File: src/rtl/uart_bitclock_pkg.sv
// Package: shared widths and control-word field positions for the
// bit-rate tick generator. Assumes a 32-bit control word.
package uart_bitclock_pkg;
    localparam int CTRL_W       = 32;
    localparam int NCO_W        = 16;
    localparam int NCO_LSB      = 16;
    localparam int TX_EN_BIT    = 0;
    localparam int RX_EN_BIT    = 1;
    localparam int OS_RATE      = 16;
    localparam int FRAME_BITS   = 10;

    typedef struct packed {
        logic [NCO_W-1:0] nco;
        logic             rx_en;
        logic             tx_en;
    } bitclk_cfg_t;
endpackage

File: src/rtl/uart_bitclock_cfg.sv
// Control holder: captures the increment and the two enables from a
// control word on each write, and flags a timing restart on that write.
// Assumes the field positions in the package; other bits are dropped.
module uart_bitclock_cfg
    import uart_bitclock_pkg::*;
#(
    parameter int CW  = CTRL_W,
    parameter int NW  = NCO_W,
    parameter int NLSB = NCO_LSB
) (
    input  logic          clk,
    input  logic          rst_n,
    input  logic          we_i,
    input  logic [CW-1:0] wdata_i,
    output logic [NW-1:0] nco_o,
    output logic          tx_en_o,
    output logic          rx_en_o,
    output logic          restart_o
);
    logic [NW-1:0] nco_q;
    logic          tx_q;
    logic          rx_q;

    // Latch the control fields on a write.
    always_ff @(posedge clk) begin
        if (!rst_n) begin
            nco_q <= '0;
            tx_q  <= 1'b0;
            rx_q  <= 1'b0;
        end else if (we_i) begin
            nco_q <= wdata_i[NLSB +: NW];
            tx_q  <= wdata_i[TX_EN_BIT];
            rx_q  <= wdata_i[RX_EN_BIT];
        end
    end

    // Any write restarts the timing chain in the same edge.
    always_comb restart_o = we_i;

    assign nco_o   = nco_q;
    assign tx_en_o = tx_q;
    assign rx_en_o = rx_q;

    p_cfg_hold_r9: assert property (@(posedge clk) disable iff (!rst_n)
        !we_i |=> ($stable(nco_o) && $stable(tx_en_o) && $stable(rx_en_o)));
endmodule

File: src/rtl/uart_bitclock_phase.sv
// Phase accumulator: adds the increment every clock. The carry out of
// each addition is registered as one oversample tick. Assumes restart_i
// is a single-cycle pulse; it zeroes the phase.
module uart_bitclock_phase #(
    parameter int NW = 16
) (
    input  logic          clk,
    input  logic          rst_n,
    input  logic          restart_i,
    input  logic [NW-1:0] nco_i,
    output logic          tick_o
);
    logic [NW-1:0] acc_q;
    logic          tick_q;
    logic [NW:0]   sum;

    // Widened sum so the carry is kept.
    always_comb sum = {1'b0, acc_q} + {1'b0, nco_i};

    // Advance the phase and register the carry.
    always_ff @(posedge clk) begin
        if (!rst_n || restart_i) begin
            acc_q  <= '0;
            tick_q <= 1'b0;
        end else begin
            acc_q  <= sum[NW-1:0];
            tick_q <= sum[NW];
        end
    end

    assign tick_o = tick_q;

    p_zero_nco_silent_r3: assert property (@(posedge clk) disable iff (!rst_n)
        (nco_i == '0) |=> !tick_o);
    p_restart_clears_r8: assert property (@(posedge clk) disable iff (!rst_n)
        restart_i |=> (!tick_o && acc_q == '0));
endmodule

File: src/rtl/uart_bitclock_div.sv
// Event divider: counts enable pulses modulo DIV. It flags the pulse that
// completes each group, either registered (one cycle late) or combinational
// (same cycle), as REG_OUT selects. Assumes DIV >= 2.
module uart_bitclock_div #(
    parameter int DIV     = 16,
    parameter bit REG_OUT = 1'b1
) (
    input  logic clk,
    input  logic rst_n,
    input  logic clear_i,
    input  logic en_i,
    output logic stb_o
);
    localparam int CNT_W = $clog2(DIV);
    localparam logic [CNT_W-1:0] LAST = CNT_W'(DIV - 1);

    logic [CNT_W-1:0] cnt_q;
    logic             wrap;

    // The current pulse closes a group.
    always_comb wrap = en_i && (cnt_q == LAST);

    // Count pulses, wrapping at the group size.
    always_ff @(posedge clk) begin
        if (!rst_n || clear_i) begin
            cnt_q <= '0;
        end else if (en_i) begin
            cnt_q <= wrap ? '0 : cnt_q + 1'b1;
        end
    end

    generate
        if (REG_OUT) begin : g_reg
            logic stb_q;
            // Delay the group-complete flag by one cycle.
            always_ff @(posedge clk) begin
                if (!rst_n || clear_i) stb_q <= 1'b0;
                else                   stb_q <= wrap;
            end
            assign stb_o = stb_q;

            p_stb_after_input_r4: assert property (@(posedge clk) disable iff (!rst_n)
                stb_o |-> $past(en_i));
        end else begin : g_comb
            assign stb_o = wrap;

            p_stb_with_input_r5: assert property (@(posedge clk) disable iff (!rst_n)
                stb_o |-> en_i);
        end
    endgenerate

    p_cnt_range_r4: assert property (@(posedge clk) disable iff (!rst_n)
        cnt_q <= LAST);
endmodule

File: src/rtl/uart_bitclock.sv
// Bit-rate tick generator top: the control holder feeds the phase
// accumulator. The accumulator's carry feeds the receive tick directly
// and, via two dividers, the transmit bit and character strobes.
// Assumes a single clock domain and a synchronous active-low reset.
module uart_bitclock
    import uart_bitclock_pkg::*;
#(
    parameter int CW         = CTRL_W,
    parameter int NW         = NCO_W,
    parameter int NLSB       = NCO_LSB,
    parameter int OS         = OS_RATE,
    parameter int FRAME      = FRAME_BITS
) (
    input  logic          clk,
    input  logic          rst_n,
    input  logic          ctrl_we,
    input  logic [CW-1:0] ctrl_wdata,
    output logic          os_tick_o,
    output logic          rx_os_tick_o,
    output logic          tx_bit_stb_o,
    output logic          tx_char_done_o
);
    bitclk_cfg_t cfg;
    logic        restart;
    logic        os_tick;
    logic        bit_stb;
    logic        char_done;
    logic        tx_os_en;

    uart_bitclock_cfg #(.CW(CW), .NW(NW), .NLSB(NLSB)) u_cfg (
        .clk       (clk),
        .rst_n     (rst_n),
        .we_i      (ctrl_we),
        .wdata_i   (ctrl_wdata),
        .nco_o     (cfg.nco),
        .tx_en_o   (cfg.tx_en),
        .rx_en_o   (cfg.rx_en),
        .restart_o (restart)
    );

    uart_bitclock_phase #(.NW(NW)) u_phase (
        .clk       (clk),
        .rst_n     (rst_n),
        .restart_i (restart),
        .nco_i     (cfg.nco),
        .tick_o    (os_tick)
    );

    // Transmit bit timing runs only while transmit is enabled.
    always_comb tx_os_en = os_tick && cfg.tx_en;

    uart_bitclock_div #(.DIV(OS), .REG_OUT(1'b1)) u_bitdiv (
        .clk     (clk),
        .rst_n   (rst_n),
        .clear_i (restart),
        .en_i    (tx_os_en),
        .stb_o   (bit_stb)
    );

    uart_bitclock_div #(.DIV(FRAME), .REG_OUT(1'b0)) u_framediv (
        .clk     (clk),
        .rst_n   (rst_n),
        .clear_i (restart),
        .en_i    (bit_stb),
        .stb_o   (char_done)
    );

    assign os_tick_o      = os_tick;
    assign rx_os_tick_o   = os_tick && cfg.rx_en;
    assign tx_bit_stb_o   = bit_stb;
    assign tx_char_done_o = char_done;

    p_char_on_bit_r5: assert property (@(posedge clk) disable iff (!rst_n)
        tx_char_done_o |-> tx_bit_stb_o);
    p_tx_gated_r6: assert property (@(posedge clk) disable iff (!rst_n)
        !cfg.tx_en |=> !tx_bit_stb_o);
    p_rx_tick_r7: assert property (@(posedge clk) disable iff (!rst_n)
        rx_os_tick_o |-> (os_tick_o && cfg.rx_en));
endmodule

File: config.mk
export PLATFORM = sky130hd
export DESIGN_NAME = uart_bitclock
export DESIGN_NICKNAME = d
export VERILOG_FILES = /design/src/rtl/uart_bitclock_pkg.sv /design/src/rtl/uart_bitclock_cfg.sv /design/src/rtl/uart_bitclock_phase.sv /design/src/rtl/uart_bitclock_div.sv /design/src/rtl/uart_bitclock.sv
export SDC_FILE = /design/constraint.sdc
export NUM_CORES = 1
export LEC_CHECK = 0
export BUFFER_PORTS_ARGS = -buffer_cell sky130_fd_sc_hd__buf_2
export CAP_MARGIN = 15
export CORE_MARGIN = 2
export CORE_UTILIZATION = 61
export CTS_BUF_LIST = sky130_fd_sc_hd__clkbuf_8
export DETAILED_ROUTE_END_ITERATION = 8
export PLACE_DENSITY = 0.92
export SYNTH_ARGS = -nofsm -noshare
export SYNTH_HDL_FRONTEND = slang
export SYNTH_SLANG_ARGS = --single-unit
File: constraint.sdc
create_clock -name clk -period 4.9 [get_ports clk]
set_input_delay 0.245 -clock clk [delete_from_list [all_inputs] [get_ports clk]]
set_output_delay 0.245 -clock clk [all_outputs]
set_load 0.01 [all_outputs]
# --- Word-level counts from Yosys, hierarchy flattened ---
# Cells that the tools add are included.
classes:
  addsub: 3
  eq_ne: 2
  mux: 2
  reduce_logical: 6
op_table:
  columns: ["op", "count"]
  rows:
  - ["$add 16x16->17", 1]
  - ["$add 4x1->4 const B", 2]
  - ["$eq 4x4->1 const B", 2]
  - ["$mux 4", 2]
  - ["$logic_and 1x1->1", 4]
  - ["$logic_not 1->1", 1]
  - ["$logic_or 1x1->1", 1]
totals:
  register_bits: 44
  input_bits: 35
  out_inout_bits: 4
  wordCells: 21

# --- Logic depth before layout (Yosys ltp) ---
logic_depth:
  word_depth: 3
  ltp_mapped: 7
  depth_no_buf: 7

# --- Cells and area by module ---
# A second synthesis with hierarchy kept.
unflattened:
  hier_cells: 247
  area_unflattened_um2: 2394.8
modules_own_cells:
  columns: ["mod", "instances", "cells_each", "area_each_um2", "seq_area_each_um2"]
  rows:
  - ["uart_bitclock_phase", 1, 140, 1255.0, 340.3]
  - ["uart_bitclock_cfg", 1, 58, 695.7, 360.3]
  - ["uart_bitclock_div at u_bitdiv", 1, 24, 225.2, 100.1]
  - ["uart_bitclock_div at u_framediv", 1, 23, 206.4, 80.1]
  - ["uart_bitclock", 1, 2, 12.5, 0.0]

# --- Worst setup path after synthesis ---
# OpenSTA, ideal clock, no wires.
synth_timing:
  kind: "reg-to-reg"
  start: "reg u_cfg.nco_q[0] (netlist: u_cfg.nco_o[0])"
  end: "reg u_phase.acc_q[14]"
  setup_ps: 124
  arrival_time_ps: 1932
  path_slack_ps: 2844
  path_stages_with_launch: 8
  n_path_buf: 0
  synth_period_minus_slack_ps: 2056
  cell_sequence: "dfxtp_1 > ha_1 > fa_1 > a21o_2 > a311o_1 > a21oi_2 > o21ai_0 > mux2i_1"
synth_via:
  elab_chain_len: 1
synth_lines:
  columns: ["element", "line", "rtl"]
  rows:
  - ["start, declared", "uart_bitclock_cfg.sv:20", "logic [NW-1:0] nco_q;"]
  - ["start signal, assigned", "uart_bitclock_cfg.sv:31", "nco_q <= wdata_i[NLSB +: NW];"]
  - ["$add 16x16->17", "uart_bitclock_phase.sv:18", "always_comb sum = {1'b0, acc_q} + {1'b0, nco_i};"]
  - ["end signal, assigned", "uart_bitclock_phase.sv:26", "acc_q <= sum[NW-1:0];"]
  - ["end, declared", "uart_bitclock_phase.sv:13", "logic [NW-1:0] acc_q;"]
# No other way between the ends.
# A chain may end at the register's enable or synchronous reset.

# --- Final worst setup path ---
# Same ends and word-level chain as after synthesis.

==> flow_summary_export.csv <==
group,metric,value,unit
run_status,run_status,"finished clean",
die,num_rows,22,
die,ios,39,
sta,finalCritPeriodShare,46.2,%
sta,fin_worst_skew,4.92,ps
route,drt_iter0_drc,96,
finish,diodes,0,
yosys,yosys.area.top_type,"dfxtp_1",
power,power_leakage,1.15,nW
cts,ctsRootBufferMaster,"clkbuf_8",
sta,hold_viol,0,
global_routing,antenna_found_initial,0,
finish,syn2layout_area_growth,10.9,%
power,p_per_area,292,nW/um^2
yosys,synthDistinctLibCells,43,
worst_setup_path,critPathKind,"flip-flop to flip-flop",
cts,clock-sinks,44,
route,vias,1838,
global_routing,grt_overflow,0,
worst_setup_path,path_delay_family,"compound AO/OA/AOI/OAI gates",
yosys,seq_area_frac_synth,37.7,%
sta,rsz0062_at_grt,"false",
placement,pre_cts_ws,2700,ps
power,ir_drop,0.000237,V
finish,final_layout_size_suffix_gt1_share,13.4,%
yosys,yosysWarnings,0,
route,routedWlPerCell,13.5,um
yosys,ys_async_sr_fraction,0,%
die,start_util,63.8,%
sta,max_freq,442,MHz
die,die_h,65.9,um
worst_hold_path,min_path_type,"primary input to flip-flop",
yosys,syn_nets,310,
worst_setup_path,worstReg2RegEnd,"u_phase.acc_q[14]",
sta,setup_violations,0,
worst_setup_path,start_kind,"flip-flop",
global_routing,grt_use_total,22.4,%
yosys,ys_ff_latch,44,
worst_setup_path,r2r_slack,2640,ps
global_routing,grt_first_pass_wirelength,7450,um
worst_setup_path,cp-end-kind,"flip-flop",
placement,postPlaceCellArea,2470,um^2
worst_setup_path,cpPeakStageDelay,430,ps
sta,slew-limit-headroom,48.1,%
run,drv_cap,0,
worst_setup_path,worstPathCellList,"ha_1 > fa_1 > a21o_2 > a311o_1 > a21oi_2 > o21ai_0 > mux2i_1",
placement,place_congestion,0.830,
die,dieArea,4340,um^2
route,firstDrtPassIters,4,
sta,final_max_slew_viol_count,0,
yosys,synth_edf_count,0,
finish,stdcell_count,324,
finish,nets,330,
yosys,synth.most_common_cell,"dfxtp_1",
global_routing,grt_max_degree,21,
worst_setup_path,reg2reg_depth,7,
route,viasPerCell,5.67,
power,finalPower,756,uW
yosys,netlist.area_leader.share,37.7,%
yosys,syn_inst,255,
worst_setup_path,critPathSlowestCell,"fa_1",
cts,post_cts_buffers,0,
worst_hold_path,hold_end,"u_cfg.nco_o[0]",
worst_setup_path,cp_data_arrival_time,2450,ps
cts,h-tree-depth,2,
worst_setup_path,rr_startpoint,"u_cfg.nco_o[0]",
placement,post-dp-hpwl,3130,um
worst_hold_path,hold_path.startpoint,"ctrl_wdata[16]",
finish,final_area,2590,um^2
yosys,synthFlopType,"dfxtp_1",
cts,cts.path.max_buffers,2,
placement,port_buffers,24,
cts,cts_buffers,5,
global_routing,first_global_vias,1678,
cts,cts_tree,"yes",
worst_setup_path,crit_path_max_fanout,4,
sta,worstMarginPinSlew,779,ps
route,wirelength,4360,um
cts,cts_resized,0,
die,core,3660,um^2
yosys,synth_area_leaders,"dfxtp_1 38%, ha_1 10%, mux2i_1 9.9%",
route,drcViolationCount,0,
cts,hold_buffers,0,
sta,finalCriticalPeriod,2260,ps
cts,clk-insertion-delay-late,300,ps
worst_hold_path,hold_depth,3,
yosys,ys_top_cells_by_count,"44 x dfxtp_1, 23 x mux2i_1, 19 x ha_1, 19 x nor2b_1, 18 x nor2_1",
die,die_w,65.9,um
yosys,synthesis.area,2330,um^2
sta,fin_ws,2640,ps
worst_setup_path,crit_buf_inv,0,
route,ant_nets,0,
yosys,synth_area_per_cell,9.16,um^2
cts,clk_pin_slew_worst_paths,80,ps
finish,n_fill_cell,284,
sta,setup-tns-final,0,ps
placement,placed_cells,316,
worst_setup_path,critPathRequiredTime,5090,ps
-- cell type report --
| class | count | area [um^2] | area share, % |
|---|---|---|---|
| Inverter | 4 | 15.0 | 0.580 |
| Sequential cell | 44 | 881 | 34.0 |
| Clock inverter | 2 | 38.8 | 1.50 |
| Tap cell | 48 | 60.1 | 2.32 |
| Multi-Input combinational cell | 196 | 1390 | 53.7 |
| Clock buffer | 6 | 82.6 | 3.19 |
| Timing Repair Buffer | 24 | 120 | 4.64 |
-- stage by stage --
| stage | hold WS [ps] | utilization (%) |
|---|---|---|
| after floorplan | 414 | - |
| after global placement | 461 | 67.4 |
| after detailed placement | 482 | 67.4 |
| after CTS | 194 | 70.7 |
| after global routing | 202 | 70.7 |
| final | 195 | 70.7 |
-- how the worst max path moves through the flow --
stage	from	end	slack (ps)	depth (start not counted)
final	u_cfg.nco_o[0]	u_phase.acc_q[14]	2640	7
after global routing	u_cfg.nco_o[0]	u_phase.acc_q[14]	2550	7
after CTS	u_cfg.nco_o[0]	u_phase.acc_q[14]	2650	7
after detailed placement	u_cfg.nco_o[0]	u_phase.acc_q[14]	2700	7
after global placement	u_cfg.nco_o[0]	u_phase.acc_q[14]	2680	7
after floorplan	u_cfg.nco_o[0]	u_phase.acc_q[14]	2840	7
-- layout by cell type (no fill, tap or decap), drive strengths merged, types with 2 or more instances in the layout --
cell,instances
a211oi,4
a21o,7
a21oi,17
and2,4
buf,24
clkbuf,6
dfxtp,44
ha,19
inv,4
mux2i,23
nand2,17
nand2b,4
nand3,8
nand4,5
nor2,18
nor2b,19
nor3,8
nor3b,2
o21a,3
o21ai,12
o21bai,2
xnor2,2
xor2,7
-- worst reg2reg max path, stage by stage, from the launching register on --
cell and delay (ps):
dfxtp_1 320, ha_1 260, fa_1 430, a21o_2 260, a311o_1 370, a21oi_2 230, o21ai_0 150, mux2i_1 130
-- where the power goes --
part	internal, mW	total [mW]	leakage (nW)	switching (mW)
Sequential	0.372	0.379	0.359	0.00741
Clock	0.167	0.293	0.0614	0.126
Combinational	0.0376	0.0838	0.725	0.0462
-- routing by layer --
metal	GRT usage, %	up-vias	part of all wire (%)
li1	-	948	-
met1	28.3	846	47
met2	37.5	36	48
met3	5.11	8	3.6
met4	7.81	0	1.7
met5	0	-	0
-- flip-flops by register name, indices dropped and copies added, names as in the netlist --
register,flops
u_bitdiv.cnt_q,4
u_framediv.cnt_q,4
u_cfg.tx_en_o,1
u_cfg.nco_o,16
u_bitdiv.stb_o,1
u_phase.tick_o,1
u_phase.acc_q,16
u_cfg.rx_en_o,1
-- cell families after synthesis --
family | share of synthesized area, %
adder cells (fa/ha/maj) | 11.0
XOR/XNOR | 3.38
flip-flops | 37.7
buffers and inverters | 2.68
multiplexers | 9.86
AO/OA/AOI/OAI | 14.7
AND/OR/NAND/NOR | 20.6
No activity file was read; power rests on OpenSTA's default activity.
